[src/rtl/pgm_status_pkg.sv]
// Shared constants, status layout and protection decode for the tracker.
package pgm_status_pkg;

    localparam int BP_W     = 3;
    localparam int STAT_W   = 8;
    localparam int PROT_TOP = 6;   // page-address bits used for the protect decode

    typedef struct packed {
        logic [2:0]      rsvd;
        logic [BP_W-1:0] bp;
        logic            wel;
        logic            wip;
    } stat_t;

    // True when the top page bits fall in the protected upper region for bp.
    function automatic logic prot_hit(input logic [PROT_TOP-1:0] top,
                                      input logic [BP_W-1:0]     bp);
        logic [PROT_TOP:0] floor_v;
        if (bp == '0) begin
            return 1'b0;
        end
        floor_v = 7'd64 - (7'd1 << (bp - 3'd1));
        return ({1'b0, top} >= floor_v);
    endfunction

endpackage

[src/rtl/pst_frame_capture.sv]
// Frame capture: detects the rising edge of chip select and holds a
// page-program request, with its page, until that frame closes.
// Assumes cs_n is already synchronous to clk.
module pst_frame_capture #(
    parameter int PAGE_AW = 12
) (
    input  logic               clk,
    input  logic               rst_n,
    input  logic               cs_n,
    input  logic               pp_req,
    input  logic [PAGE_AW-1:0] pp_page,
    output logic               cs_rise,
    output logic               pend,
    output logic [PAGE_AW-1:0] pend_page
);

    logic cs_q;

    // Previous chip-select level, idle high.
    always_ff @(posedge clk) begin
        if (!rst_n) cs_q <= 1'b1;
        else        cs_q <= cs_n;
    end

    assign cs_rise = cs_n & ~cs_q;

    // Pending request: cleared when the frame closes, set by a request inside a frame.
    always_ff @(posedge clk) begin
        if (!rst_n) begin
            pend      <= 1'b0;
            pend_page <= '0;
        end else if (cs_rise) begin
            pend      <= 1'b0;
        end else if (!cs_n && pp_req) begin
            pend      <= 1'b1;
            pend_page <= pp_page;
        end
    end

endmodule

[src/rtl/pst_prot_check.sv]
// Protection check: flags a page inside the upper region selected by the
// protect bits. Pure combinational. Assumes at least six page-address bits.
module pst_prot_check
    import pgm_status_pkg::*;
#(
    parameter int PAGE_AW = 12
) (
    input  logic [PAGE_AW-1:0] page,
    input  logic [BP_W-1:0]    bp,
    output logic               hit
);

    localparam int LO = PAGE_AW - PROT_TOP;

    logic [PROT_TOP-1:0] top;

    generate
        if (PAGE_AW < PROT_TOP) begin : g_bad_width
            $error("PAGE_AW must be at least six");
        end
    endgenerate

    assign top = page[LO +: PROT_TOP];

    // Region decode.
    always_comb begin
        hit = prot_hit(top, bp);
    end

endmodule

[src/rtl/pst_prog_timer.sv]
// Program timer: a down-counter, loaded on start, that keeps the busy window
// open for PROG_CYCLES clocks. Flags the last cycle of the window.
// Assumes no start arrives while the window is open.
module pst_prog_timer #(
    parameter int PROG_CYCLES = 24
) (
    input  logic clk,
    input  logic rst_n,
    input  logic start,
    output logic busy,
    output logic last
);

    localparam int CW = $clog2(PROG_CYCLES + 1);

    logic [CW-1:0] cnt;

    // Load on start, otherwise count down to zero.
    always_ff @(posedge clk) begin
        if (!rst_n)           cnt <= '0;
        else if (start)       cnt <= CW'(PROG_CYCLES);
        else if (cnt != '0)   cnt <= cnt - 1'b1;
    end

    assign busy = (cnt != '0);
    assign last = (cnt == CW'(1));

endmodule

[src/rtl/pst_status_regs.sv]
// Status registers: the write-enable latch and the protect bits.
// Order of effect: cycle completion clears the latch; when not busy, a
// protect write (which needs the latch) comes before write enable.
module pst_status_regs
    import pgm_status_pkg::*;
(
    input  logic            clk,
    input  logic            rst_n,
    input  logic            busy_any,
    input  logic            done,
    input  logic            wren_req,
    input  logic            bp_wr_req,
    input  logic [BP_W-1:0] bp_wr_val,
    output logic            wel,
    output logic [BP_W-1:0] bp
);

    logic bp_take;

    assign bp_take = bp_wr_req & wel & ~busy_any;

    // Write-enable latch.
    always_ff @(posedge clk) begin
        if (!rst_n)         wel <= 1'b0;
        else if (done)      wel <= 1'b0;
        else if (!busy_any) begin
            if (bp_take)       wel <= 1'b0;
            else if (wren_req) wel <= 1'b1;
        end
    end

    // Protect bits.
    always_ff @(posedge clk) begin
        if (!rst_n)       bp <= '0;
        else if (bp_take) bp <= bp_wr_val;
    end

endmodule

[src/rtl/pgm_status_tracker.sv]
// Program-cycle status tracker: takes decoded page-program, write-enable and
// protect-write requests, starts a timed busy window when the program frame
// closes, and presents the status byte. Assumes all inputs are synchronous to clk.
module pgm_status_tracker
    import pgm_status_pkg::*;
#(
    parameter int PAGE_AW     = 12,
    parameter int PROG_CYCLES = 24
) (
    input  logic               clk,
    input  logic               rst_n,
    input  logic               cs_n,
    input  logic               pp_req,
    input  logic [PAGE_AW-1:0] pp_page,
    input  logic               wren_req,
    input  logic               bp_wr_req,
    input  logic [2:0]         bp_wr_val,
    input  logic               erase_busy,
    output logic [7:0]         status
);

    logic               cs_rise;
    logic               pend;
    logic [PAGE_AW-1:0] pend_page;
    logic               prot;
    logic               prog_busy;
    logic               prog_last;
    logic               busy_any;
    logic               start;
    logic               wel;
    logic [BP_W-1:0]    bp;
    stat_t              stat;

    pst_frame_capture #(.PAGE_AW(PAGE_AW)) u_frame (
        .clk       (clk),
        .rst_n     (rst_n),
        .cs_n      (cs_n),
        .pp_req    (pp_req),
        .pp_page   (pp_page),
        .cs_rise   (cs_rise),
        .pend      (pend),
        .pend_page (pend_page)
    );

    pst_prot_check #(.PAGE_AW(PAGE_AW)) u_prot (
        .page (pend_page),
        .bp   (bp),
        .hit  (prot)
    );

    assign busy_any = prog_busy | erase_busy;
    assign start    = cs_rise & pend & wel & ~busy_any & ~prot;

    pst_prog_timer #(.PROG_CYCLES(PROG_CYCLES)) u_timer (
        .clk   (clk),
        .rst_n (rst_n),
        .start (start),
        .busy  (prog_busy),
        .last  (prog_last)
    );

    pst_status_regs u_regs (
        .clk       (clk),
        .rst_n     (rst_n),
        .busy_any  (busy_any),
        .done      (prog_last),
        .wren_req  (wren_req),
        .bp_wr_req (bp_wr_req),
        .bp_wr_val (bp_wr_val),
        .wel       (wel),
        .bp        (bp)
    );

    // Status byte assembly.
    always_comb begin
        stat.rsvd = '0;
        stat.bp   = bp;
        stat.wel  = wel;
        stat.wip  = busy_any;
        status    = stat;
    end

endmodule

[config.mk]
export PLATFORM = sky130hd
export DESIGN_NAME = pgm_status_tracker
export DESIGN_NICKNAME = d
export VERILOG_FILES = /design/src/rtl/pgm_status_pkg.sv /design/src/rtl/pst_frame_capture.sv /design/src/rtl/pst_prot_check.sv /design/src/rtl/pst_prog_timer.sv /design/src/rtl/pst_status_regs.sv /design/src/rtl/pgm_status_tracker.sv
export SDC_FILE = /design/constraint.sdc
export NUM_CORES = 1
export LEC_CHECK = 0
export BUFFER_PORTS_ARGS = -buffer_cell sky130_fd_sc_hd__buf_2
export CAP_MARGIN = 20
export CORE_UTILIZATION = 50
export CTS_CLUSTER_DIAMETER = 150
export CTS_CLUSTER_SIZE = 28
export DETAILED_ROUTE_END_ITERATION = 16
export PLACE_DENSITY = 0.75
export REMOVE_ABC_BUFFERS = 1
export SKIP_CTS_REPAIR_TIMING = 1
export SLEW_MARGIN = 20
export SYNTH_ARGS = -nofsm -noshare
export SYNTH_HDL_FRONTEND = slang
export SYNTH_HIERARCHICAL = 1
export SYNTH_SLANG_ARGS = --single-unit
[constraint.sdc]
create_clock -name clk -period 3.4 [get_ports clk]
set_input_delay 1.02 -clock clk [delete_from_list [all_inputs] [get_ports clk]]
set_output_delay 1.02 -clock clk [all_outputs]
set_load 0.005 [all_outputs]
==> results of run 1 <==
-- through the flow --
stage / power, mW / std cells
after floorplan: 0.406 / 120
after global placement: 0.445 / 169
after detailed placement: 0.452 / 169
after CTS: 0.556 / 173
after global routing: 0.600 / 173
final: 0.548 / 173
-- final cells by class --
type / instances / area (sq um)
Timing Repair Buffer: 22 / 115
Multi-Input combinational cell: 94 / 648
Sequential cell: 17 / 340
Fill cell: 193 / 825
Tap cell: 27 / 33.8
Inverter: 9 / 33.8
Clock buffer: 4 / 26.3
-- power by group --
group	leakage, nW	switching [mW]	internal (mW)	total (mW)
sequential	0.139	0.0274	0.226	0.254
combinational	0.403	0.0924	0.100	0.193
clock	0.0150	0.0561	0.0455	0.102
total	0.557	0.176	0.372	0.548
-- worst paths after layout --
path	from	endpoint	slack, ns
max	u_regs/bp[1]	u_timer/cnt[3]	0.46
min	u_frame/pend_page[11]	u_frame/pend_page[11]	0.47
max reg2reg	u_regs/bp[1]	u_timer/cnt[3]	0.46
min reg2reg	u_frame/pend_page[11]	u_frame/pend_page[11]	0.47
-- per-layer routing --
metal	up-vias	share of wire, %
met5	-	0
met1	366	52
met3	0	3.4
met4	0	0
met2	15	45
li1	466	-
-- sequential cells by signal, summed over array words and instances (netlist names) --
register	cells
u_regs/bp	3
u_timer/cnt	5
u_frame/pend	1
u_frame/cs_q	1
u_regs/wel	1
u_frame/pend_page	6
-- placed cells by master (no fill, tap or decap), drive strengths merged, types with 2 or more instances in the layout --
cell / count
o21ai: 7
nand3: 4
nor2: 9
xor2: 2
nand2b: 2
mux2i: 6
nand3b: 2
buf: 22
dfxtp: 17
a21oi: 4
nand2: 19
conb: 3
xnor2: 2
nor2b: 6
inv: 9
ha: 10
clkbuf: 4
-- worst max-delay path, delay by kind of cell, from the launching register on --
family                     cells  cell delay (ns)
adders and majority gates      3             0.83
and+or+nand+nor                5             0.74
AOI/OAI and AO/OA              6             0.87
buffers and inverters          2             0.14
DFF                            1             0.32
==> impl_metrics.env, run 1 <==
export IMPL_status="finished, final reports clean"
export IMPL_min_period_over_period_pct=86.5
export IMPL_tns_ns=0
export IMPL_cts_tree="done"
export IMPL_vias=847
export IMPL_drive_gt1_share_pct=21.9
export IMPL_slew_headroom_pct=51.8
export IMPL_start_util_pct=54.8
export IMPL_ir_worst_vdd_v=0.000334
export IMPL_clock_path_buffers=2
export IMPL_portBuffers=20
export IMPL_wl_per_cell_um=10.0
export IMPL_slowest_stage="ha_1"
export IMPL_crit_path_end_kind="flip-flop"
export IMPL_dr_pass1_iters=4
export IMPL_fp_row_count=16
export IMPL_pin_count=30
export IMPL_viasPerCell=4.90
export IMPL_period_needed_ns=2.94
export IMPL_grt_total_usage_pct=16.3
export IMPL_grt_overflow_total=0
export IMPL_worstSkewPairLatency_ns=0.28
export IMPL_finalSetupViolCount=0
export IMPL_syn_avg_cell_area_sq_um=8.53
export IMPL_worstMarginPinSlew_ns=0.722
export IMPL_path_class="reg2reg"
export IMPL_path_max_fanout=9
export IMPL_timing_fmax_mhz=340
export IMPL_crit_arrival_ns=3.17
export IMPL_die_h_um=49.1
export IMPL_placed_cell_area_sq_mm=0.00117
export IMPL_stdcell_area_sq_mm=0.00120
export IMPL_yosys_warnings=6
export IMPL_cp_common_cell="ha_1"
export IMPL_slew_violations=0
export IMPL_die_area_sq_mm=0.00241
export IMPL_worstPathCellList="nor2_1 -> ha_1 -> and2_1 -> inv_1 -> ha_1 -> nor2_1 -> a22o_1 -> ha_1 -> a21o_1 -> a21oi_1 -> a21oi_1 -> nand4b_1 -> nor2_2 -> inv_1 -> o211ai_1 -> o311a_1"
export IMPL_num_antenna_cells=0
export IMPL_whs_ns=0.470
export IMPL_holdPathStages=2
export IMPL_dp_hpwl_mm=1.39
export IMPL_rsz0062_at_grt="no"
export IMPL_grtUsageMet2_pct=28.3
export IMPL_hp_class="reg2reg"
export IMPL_coreArea_sq_mm=0.00202
export IMPL_syn_area_sq_mm=0.00111
export IMPL_grt_pass1_vias=774
export IMPL_dr_first_iter_drc_count=8
export IMPL_area_delta_synth_final_pct=8.01
export IMPL_root_buffer="clkbuf_4"
export IMPL_htreeDepth=1
export IMPL_cts_inserted_buffers=3
export IMPL_drc=0
export IMPL_hold_viol=0
export IMPL_place_ws_ns=0.444
export IMPL_antenna_found_initial=0
export IMPL_antenna_left=0
export IMPL_grt_use_met3_pct=3.74
export IMPL_grt_pass1_wl_mm=3.13
export IMPL_r2r_cells=16
export IMPL_fin_ws_ns=0.458
export IMPL_required_ns=3.63
export IMPL_die_x_um=49.1
export IMPL_fin_nets=179
export IMPL_postLayoutCoreUtil_pct=59.2
export IMPL_cts_sinks=17
export IMPL_clk_pin_slew_ns=0.09
export IMPL_grt_start_max_net_pins=26
export IMPL_maxCapViolCount=0
export IMPL_clock_skew_ns=0.00821
export IMPL_critPathMaxStageDelay_ns=0.34
export IMPL_power_leakage_nw=0.557
export IMPL_use_met1_pct=20.4
export IMPL_wirelength_mm=1.74
export IMPL_worstSetupStartpointType="flip-flop"
export IMPL_top_usage_layer="met2"
export IMPL_synthCells=130
export IMPL_gp_congestion=0.776
export IMPL_pwr_density_cell_mw_per_mm2=458
(Power assumes the default switching activity.)
==> inputs of run 2 (changes only) <==
--- a/config.mk
+++ b/config.mk
@@ -11,11 +11,10 @@
 export CTS_CLUSTER_DIAMETER = 150
 export CTS_CLUSTER_SIZE = 28
 export DETAILED_ROUTE_END_ITERATION = 16
-export PLACE_DENSITY = 0.75
+export PLACE_DENSITY = 0.77
 export REMOVE_ABC_BUFFERS = 1
 export SKIP_CTS_REPAIR_TIMING = 1
 export SLEW_MARGIN = 20
 export SYNTH_ARGS = -nofsm -noshare
 export SYNTH_HDL_FRONTEND = slang
-export SYNTH_HIERARCHICAL = 1
 export SYNTH_SLANG_ARGS = --single-unit
==> constraint.sdc (replaced) <==
create_clock -name clk -period 3.2 [get_ports clk]
set_input_delay 0.96 -clock clk [delete_from_list [all_inputs] [get_ports clk]]
set_output_delay 0.96 -clock clk [all_outputs]
set_load 0.005 [all_outputs]
==> run 2 against run 1 <==
Against the previous run:
- core utilization grew 0.53 points
- combinational power grew 5%
- synthesized cell count shrank 6.9%
- area after synthesis shrank 2.4%
- register-to-register slack lost 0.30 ns
- non-clock buffer count is the same
- routed wire length grew 4.7%
- cell count shrank 4.0%
==> impl_metrics.env, run 2 <==
export IMPL_finalPower_mw=0.578
export IMPL_synth_simple_area_share_pct=23.2
export IMPL_timing_fmax_mhz=329
export IMPL_slowest_stage="ha_1"
export IMPL_required_ns=3.38
export IMPL_power_leakage_nw=0.502
export IMPL_dr_pass1_iters=4
export IMPL_largest_reg_flops=6
export IMPL_worstMarginPinSlew_ns=0.776
export IMPL_ys_ff_latch=17
export IMPL_crit_path_end_kind="flip-flop"
export IMPL_synth_area_top_cells="dfxtp_1 31%, ha_1 12%, nor2b_1 9.2%"
export IMPL_postLayoutCoreUtil_pct=59.8
export IMPL_crit_end="u_timer.cnt[1]"
export IMPL_status="finished, final reports clean"
export IMPL_startpoint="u_regs.bp[2]"
export IMPL_cts_sinks=17
export IMPL_gp_congestion=0.744
export IMPL_fin_ws_ns=0.157
export IMPL_portBuffers=20
export IMPL_clk_pin_slew_ns=0.09
export IMPL_top_register="u_frame.pend_page"
export IMPL_wirelength_mm=1.82
export IMPL_hold_viol=0
export IMPL_grt_start_max_net_pins=18
export IMPL_whs_ns=0.525
export IMPL_min_period_over_period_pct=95.1
export IMPL_viasPerCell=4.93
export IMPL_drive_gt1_share_pct=20.1
export IMPL_path_max_fanout=9
export IMPL_ir_worst_vdd_v=0.000302
export IMPL_antenna_left=0
export IMPL_dr_first_iter_drc_count=8
export IMPL_worstSetupStartpointType="flip-flop"
export IMPL_synth_top_family_by_area="simple AND/OR/NAND/NOR gates"
export IMPL_r2r_setup_slack_ns=0.16
export IMPL_reg_top3="u_frame.pend_page: 6 flops, u_timer.cnt: 5 flops, u_regs.bp: 3 flops"
export IMPL_slew_violations=0
export IMPL_cts_inserted_buffers=3
export IMPL_r2r_start="u_regs.bp[2]"
export IMPL_die_x_um=48.5
export IMPL_hp_class="reg2reg"
export IMPL_critPathMaxStageDelay_ns=0.44
export IMPL_clock_skew_ns=0.00665
export IMPL_htreeDepth=1
export IMPL_path_class="reg2reg"
export IMPL_syn_area_sq_mm=0.00108
export IMPL_grt_pass1_wl_mm=2.97
export IMPL_placed_cell_area_sq_mm=0.00117
export IMPL_grt_total_usage_pct=16.3
export IMPL_synth_most_common_cell="dfxtp_1"
export IMPL_worstPathCellList="inv_1 -> ha_1 -> and2_1 -> inv_1 -> ha_1 -> xnor2_1 -> a22o_1 -> ha_1 -> a21o_1 -> a221oi_1 -> o2111ai_2 -> and3_1"
export IMPL_dp_cells=162
export IMPL_num_antenna_cells=0
export IMPL_final_cell_mix="20 x buf_2, 17 x dfxtp_1, 16 x nor2b_1"
export IMPL_yosys_most_used_dff="dfxtp_1"
export IMPL_area_delta_synth_final_pct=10.5
export IMPL_worstSkewPairLatency_ns=0.28
export IMPL_die_h_um=48.5
export IMPL_period_needed_ns=3.04
export IMPL_layoutNonFillerInstCount=166
export IMPL_synthTopCellsByCount="17 x dfxtp_1, 16 x nor2b_1, 10 x ha_1, 10 x inv_1, 9 x mux2i_1"
export IMPL_ys_seq_area_share_pct=31.4
export IMPL_tns_ns=0
export IMPL_yosys_warnings=0
export IMPL_pwr_density_cell_mw_per_mm2=483
export IMPL_async_flop_share_pct=0
export IMPL_grt_pass1_vias=734
export IMPL_slew_headroom_pct=48.2
export IMPL_wl_per_cell_um=11.0
export IMPL_drc=0
export IMPL_r2r_cells=12
export IMPL_cp_common_cell="ha_1"
export IMPL_final_common_cell="buf_2"
export IMPL_finalSetupViolCount=0
export IMPL_antenna_found_initial=0
export IMPL_rsz0062_at_grt="no"
export IMPL_synth_xor_area_share_pct=3.24
export IMPL_dp_hpwl_mm=1.45
export IMPL_synth_edf_count=0
export IMPL_synth_compound_area_share_pct=12.0
export IMPL_synth_fa_ha_area_share_pct=11.6
export IMPL_maxCapViolCount=0
export IMPL_r2r_end="u_timer.cnt[1]"
export IMPL_fin_nets=172
export IMPL_cts_tree="done"
export IMPL_clock_path_buffers=2
export IMPL_crit_arrival_ns=3.22
export IMPL_stdcell_area_sq_mm=0.00120
export IMPL_muxShareOfSynthArea_pct=8.32
export IMPL_synth_top_area_share_pct=31.4
export IMPL_syn_avg_cell_area_sq_um=8.94
export IMPL_multi_input_area_sq_um=643
export IMPL_regArea_sq_um=340
export IMPL_coreArea_sq_mm=0.00200
export IMPL_place_ws_ns=0.158
export IMPL_vias=819
export IMPL_fp_row_count=16
export IMPL_fillers=180
export IMPL_start_util_pct=54.1
export IMPL_pin_count=30
export IMPL_grt_overflow_total=0
export IMPL_synthCells=121
export IMPL_yosysTopAreaCell="dfxtp_1"
export IMPL_die_area_sq_mm=0.00235
export IMPL_root_buffer="clkbuf_4"
export IMPL_synth_cell_types=32
## run 2: cell count changes in the layout (fill, tap and decap cells not counted), moves of 2 or more
cell,delta
a21boi_0,+2
nand2_1,-16
nand3_1,-3
mux2i_1,+3
nor2_1,-4
xor2_1,-2
o21ai_1,-3
nor2b_1,+11
nor3_1,+3
xnor2_1,+2
and3_1,+5
## run 2: logic make-up (layout without fill, tap and decap cells)
family          Yosys count  after routing
simple gates             41             41
buf+inv                  20             36
compound gates           19             19
flops                    17             17
fa+ha+maj                10             10
mux                       9              9
xor+xnor                  4              4
other cells               1              3
## run 2: report_power, final
part	total, mW	internal (mW)	leakage [nW]	switching [mW]
clock network	0.110	0.0484	0.0150	0.0620
logic	0.202	0.100	0.347	0.101
registers	0.266	0.239	0.139	0.0276
## run 2: worst min path at each step
stage                               from              endpoint  depth (start not counted)
finish                      u_frame.pend          u_frame.pend                          2
global route        u_frame.pend_page[9]  u_frame.pend_page[9]                          2
CTS                         u_frame.pend          u_frame.pend                          2
detailed placement          u_frame.pend          u_frame.pend                          2
global placement            u_frame.pend          u_frame.pend                          2
floorplan                   u_frame.pend          u_frame.pend                          2
## run 2: final cells by class
| cell class | count | area share, % |
|---|---|---|
| Inverter | 10 | 3.14 |
| Clock buffer | 4 | 2.20 |
| Tap cell | 27 | 2.82 |
| Sequential cell | 17 | 28.5 |
| Multi-Input combinational cell | 86 | 53.8 |
| Timing Repair Buffer | 22 | 9.62 |
## run 2: routing by layer
layer,global-route usage [%],wire length [um]
met3,1.89,32
met1,18.7,861
met4,8.82,14
met5,0,0
met2,29.3,909
## run 2: worst max-delay path: cells and delay by family, from the launching register on
kind                     cells  cell delay [ns]
XOR/XNOR                     1             0.16
flip-flops                   1             0.36
adder cells (fa/ha/maj)      3             0.99
AND/OR/NAND/NOR              2             0.42
buffers and inverters        2             0.10
AO/OA/AOI/OAI                4             0.91
==> inputs of run 3 (changes only) <==
--- a/config.mk
+++ b/config.mk
@@ -8,6 +8,7 @@
 export BUFFER_PORTS_ARGS = -buffer_cell sky130_fd_sc_hd__buf_2
 export CAP_MARGIN = 20
 export CORE_UTILIZATION = 50
+export CTS_BUF_LIST = sky130_fd_sc_hd__clkbuf_4 sky130_fd_sc_hd__clkbuf_8 sky130_fd_sc_hd__clkbuf_16
 export CTS_CLUSTER_DIAMETER = 150
 export CTS_CLUSTER_SIZE = 28
 export DETAILED_ROUTE_END_ITERATION = 16
==> run 3 against run 2 <==
Against the previous run:
- non-clock buffer count did not move
- critical path depth did not move
- sequential power barely moved
- clock-buffer cell count did not move
- first-iteration DRC count fell by 13%
- routed wire length rose by 0.17%
- power rose by 1.5%
- core utilization rose by 0.19 points
- clock skew barely moved
- worst hold slack got worse by 0.0013 ns
- flip-flop and latch count did not move
- via count rose by 0.12%
- largest power group unchanged
==> impl_metrics.env, run 3 (same netlist as run 2, synthesis figures left out) <==
export IMPL_slew_headroom_pct=47.6
export IMPL_switching_share_pct=32.5
export IMPL_fp_row_count=16
export IMPL_die_h_um=48.5
export IMPL_rsz0062_at_grt="no"
export IMPL_period_needed_ns=3.04
export IMPL_start_util_pct=54.1
export IMPL_viasPerCell=4.94
export IMPL_dr_first_iter_drc_count=7
export IMPL_comb_power_share_pct=34.4
export IMPL_critPathMaxStageDelay_ns=0.44
export IMPL_clock_path_buffers=2
export IMPL_grt_start_max_net_pins=18
export IMPL_drc=0
export IMPL_drive_gt1_share_pct=20.9
export IMPL_fin_nets=172
export IMPL_cts_tree="done"
export IMPL_reg_top3="u_frame.pend_page: 6 flops, u_timer.cnt: 5 flops, u_regs.bp: 3 flops"
export IMPL_wirelength_mm=1.82
export IMPL_die_area_sq_mm=0.00235
export IMPL_top_register="u_frame.pend_page"
export IMPL_dp_cells=162
export IMPL_power_leakage_nw=0.505
export IMPL_portBuffers=20
export IMPL_wl_per_cell_um=11.0
export IMPL_num_antenna_cells=0
export IMPL_slew_violations=0
export IMPL_dp_hpwl_mm=1.45
export IMPL_worstSkewPairLatency_ns=0.28
export IMPL_tns_ns=0
export IMPL_clk_pin_slew_ns=0.09
export IMPL_largest_reg_flops=6
export IMPL_p_clk_share_pct=20.3
export IMPL_intPower_mw=0.396
export IMPL_worstSetupStartpointType="flip-flop"
export IMPL_crit_path_end_kind="flip-flop"
export IMPL_grt_overflow_total=0
export IMPL_antenna_left=0
export IMPL_clock_skew_ns=0.00625
export IMPL_fillers=178
export IMPL_multi_input_area_sq_um=643
export IMPL_layoutNonFillerInstCount=166
export IMPL_p_sw_mw=0.191
export IMPL_status="finished, final reports clean"
export IMPL_dr_pass1_iters=4
export IMPL_final_common_cell="buf_2"
export IMPL_ir_worst_vdd_v=0.000302
export IMPL_path_max_fanout=9
export IMPL_path_class="reg2reg"
export IMPL_pwr_density_cell_mw_per_mm2=489
export IMPL_grt_total_usage_pct=16.3
export IMPL_final_cell_mix="20 x buf_2, 17 x dfxtp_1, 16 x nor2b_1"
export IMPL_crit_arrival_ns=3.22
export IMPL_regArea_sq_um=340
export IMPL_required_ns=3.38
export IMPL_vias=820
export IMPL_p_seq_share_pct=45.4
export IMPL_worstPathCellList="inv_1 -> ha_1 -> and2_1 -> inv_1 -> ha_1 -> xnor2_1 -> a22o_1 -> ha_1 -> a21o_1 -> a221oi_1 -> o2111ai_2 -> and3_1"
export IMPL_gp_congestion=0.744
export IMPL_area_delta_synth_final_pct=10.9
export IMPL_root_buffer="clkbuf_4"
export IMPL_htreeDepth=1
export IMPL_cts_sinks=17
export IMPL_finalPower_mw=0.587
export IMPL_pin_count=30
export IMPL_grt_pass1_vias=734
export IMPL_cts_inserted_buffers=3
export IMPL_min_period_over_period_pct=95.1
export IMPL_grt_pass1_wl_mm=2.98
export IMPL_maxCapViolCount=0
export IMPL_coreArea_sq_mm=0.00200
export IMPL_worstMarginPinSlew_ns=0.785
export IMPL_timing_fmax_mhz=329
export IMPL_antenna_found_initial=0
export IMPL_hp_class="reg2reg"
export IMPL_die_x_um=48.5
export IMPL_hold_viol=0
export IMPL_finalSetupViolCount=0
export IMPL_cp_common_cell="ha_1"
export IMPL_slowest_stage="ha_1"
==> run 3: critical path, delay by kind of cell (launching register included) <==
family | cells | cell delay [ns]
adder cells (fa/ha/maj) | 3 | 0.99
AO/OA/AOI/OAI | 4 | 0.91
AND/OR/NAND/NOR | 2 | 0.42
flip-flops | 1 | 0.36
XOR/XNOR | 1 | 0.16
buffers and inverters | 2 | 0.10
==> run 3: final timing paths <==
kind | startpoint | end | slack (ns) | cells after the start
worst max-delay path | u_regs.bp[2] | u_timer.cnt[1] | 0.16 | 12
worst max register to register | u_regs.bp[2] | u_timer.cnt[1] | 0.16 | 12
worst min-delay path | u_frame.pend | u_frame.pend | 0.52 | 2
worst min register to register | u_frame.pend | u_frame.pend | 0.52 | 2
==> run 3: stage by stage <==
| step | util (%) | setup WS [ns] | area (sq um) | hold WS (ns) |
|---|---|---|---|---|
| finish | 59.9 | 0.157 | 1200 | 0.524 |
| CTS | 59.9 | 0.142 | 1200 | 0.523 |
| floorplan | - | 0.247 | 1020 | 0.479 |
| global placement | 58.4 | 0.244 | 1170 | 0.493 |
| global route | 59.9 | 0.00281 | 1200 | 0.564 |
| detailed placement | 58.4 | 0.158 | 1170 | 0.502 |
==> run 3: final cells by class <==
class | count | share of cell area (%)
clock buffer | 4 | 2.50
inverter | 10 | 3.13
multi-input combinational | 86 | 53.6
sequential | 17 | 28.4
tap | 27 | 2.82
timing repair buffer | 22 | 9.59
==> run 3: power by group through the flow <==
stage | clock (mW) | combinational (mW) | sequential (mW)
floorplan | 0 | 0.152 | 0.267
global placement | 0 | 0.191 | 0.269
detailed placement | 0 | 0.200 | 0.271
CTS | 0.125 | 0.203 | 0.266
global route | 0.132 | 0.230 | 0.269
finish | 0.119 | 0.202 | 0.266
==> run 3: per-layer routing <==
metal	up-vias	part of all wire [%]	track usage [%]
met1	367	48	18.7
met2	10	50	29.3
li1	441	-	-
met5	-	0	0
met3	2	1.8	1.89
met4	0	0.77	8.82
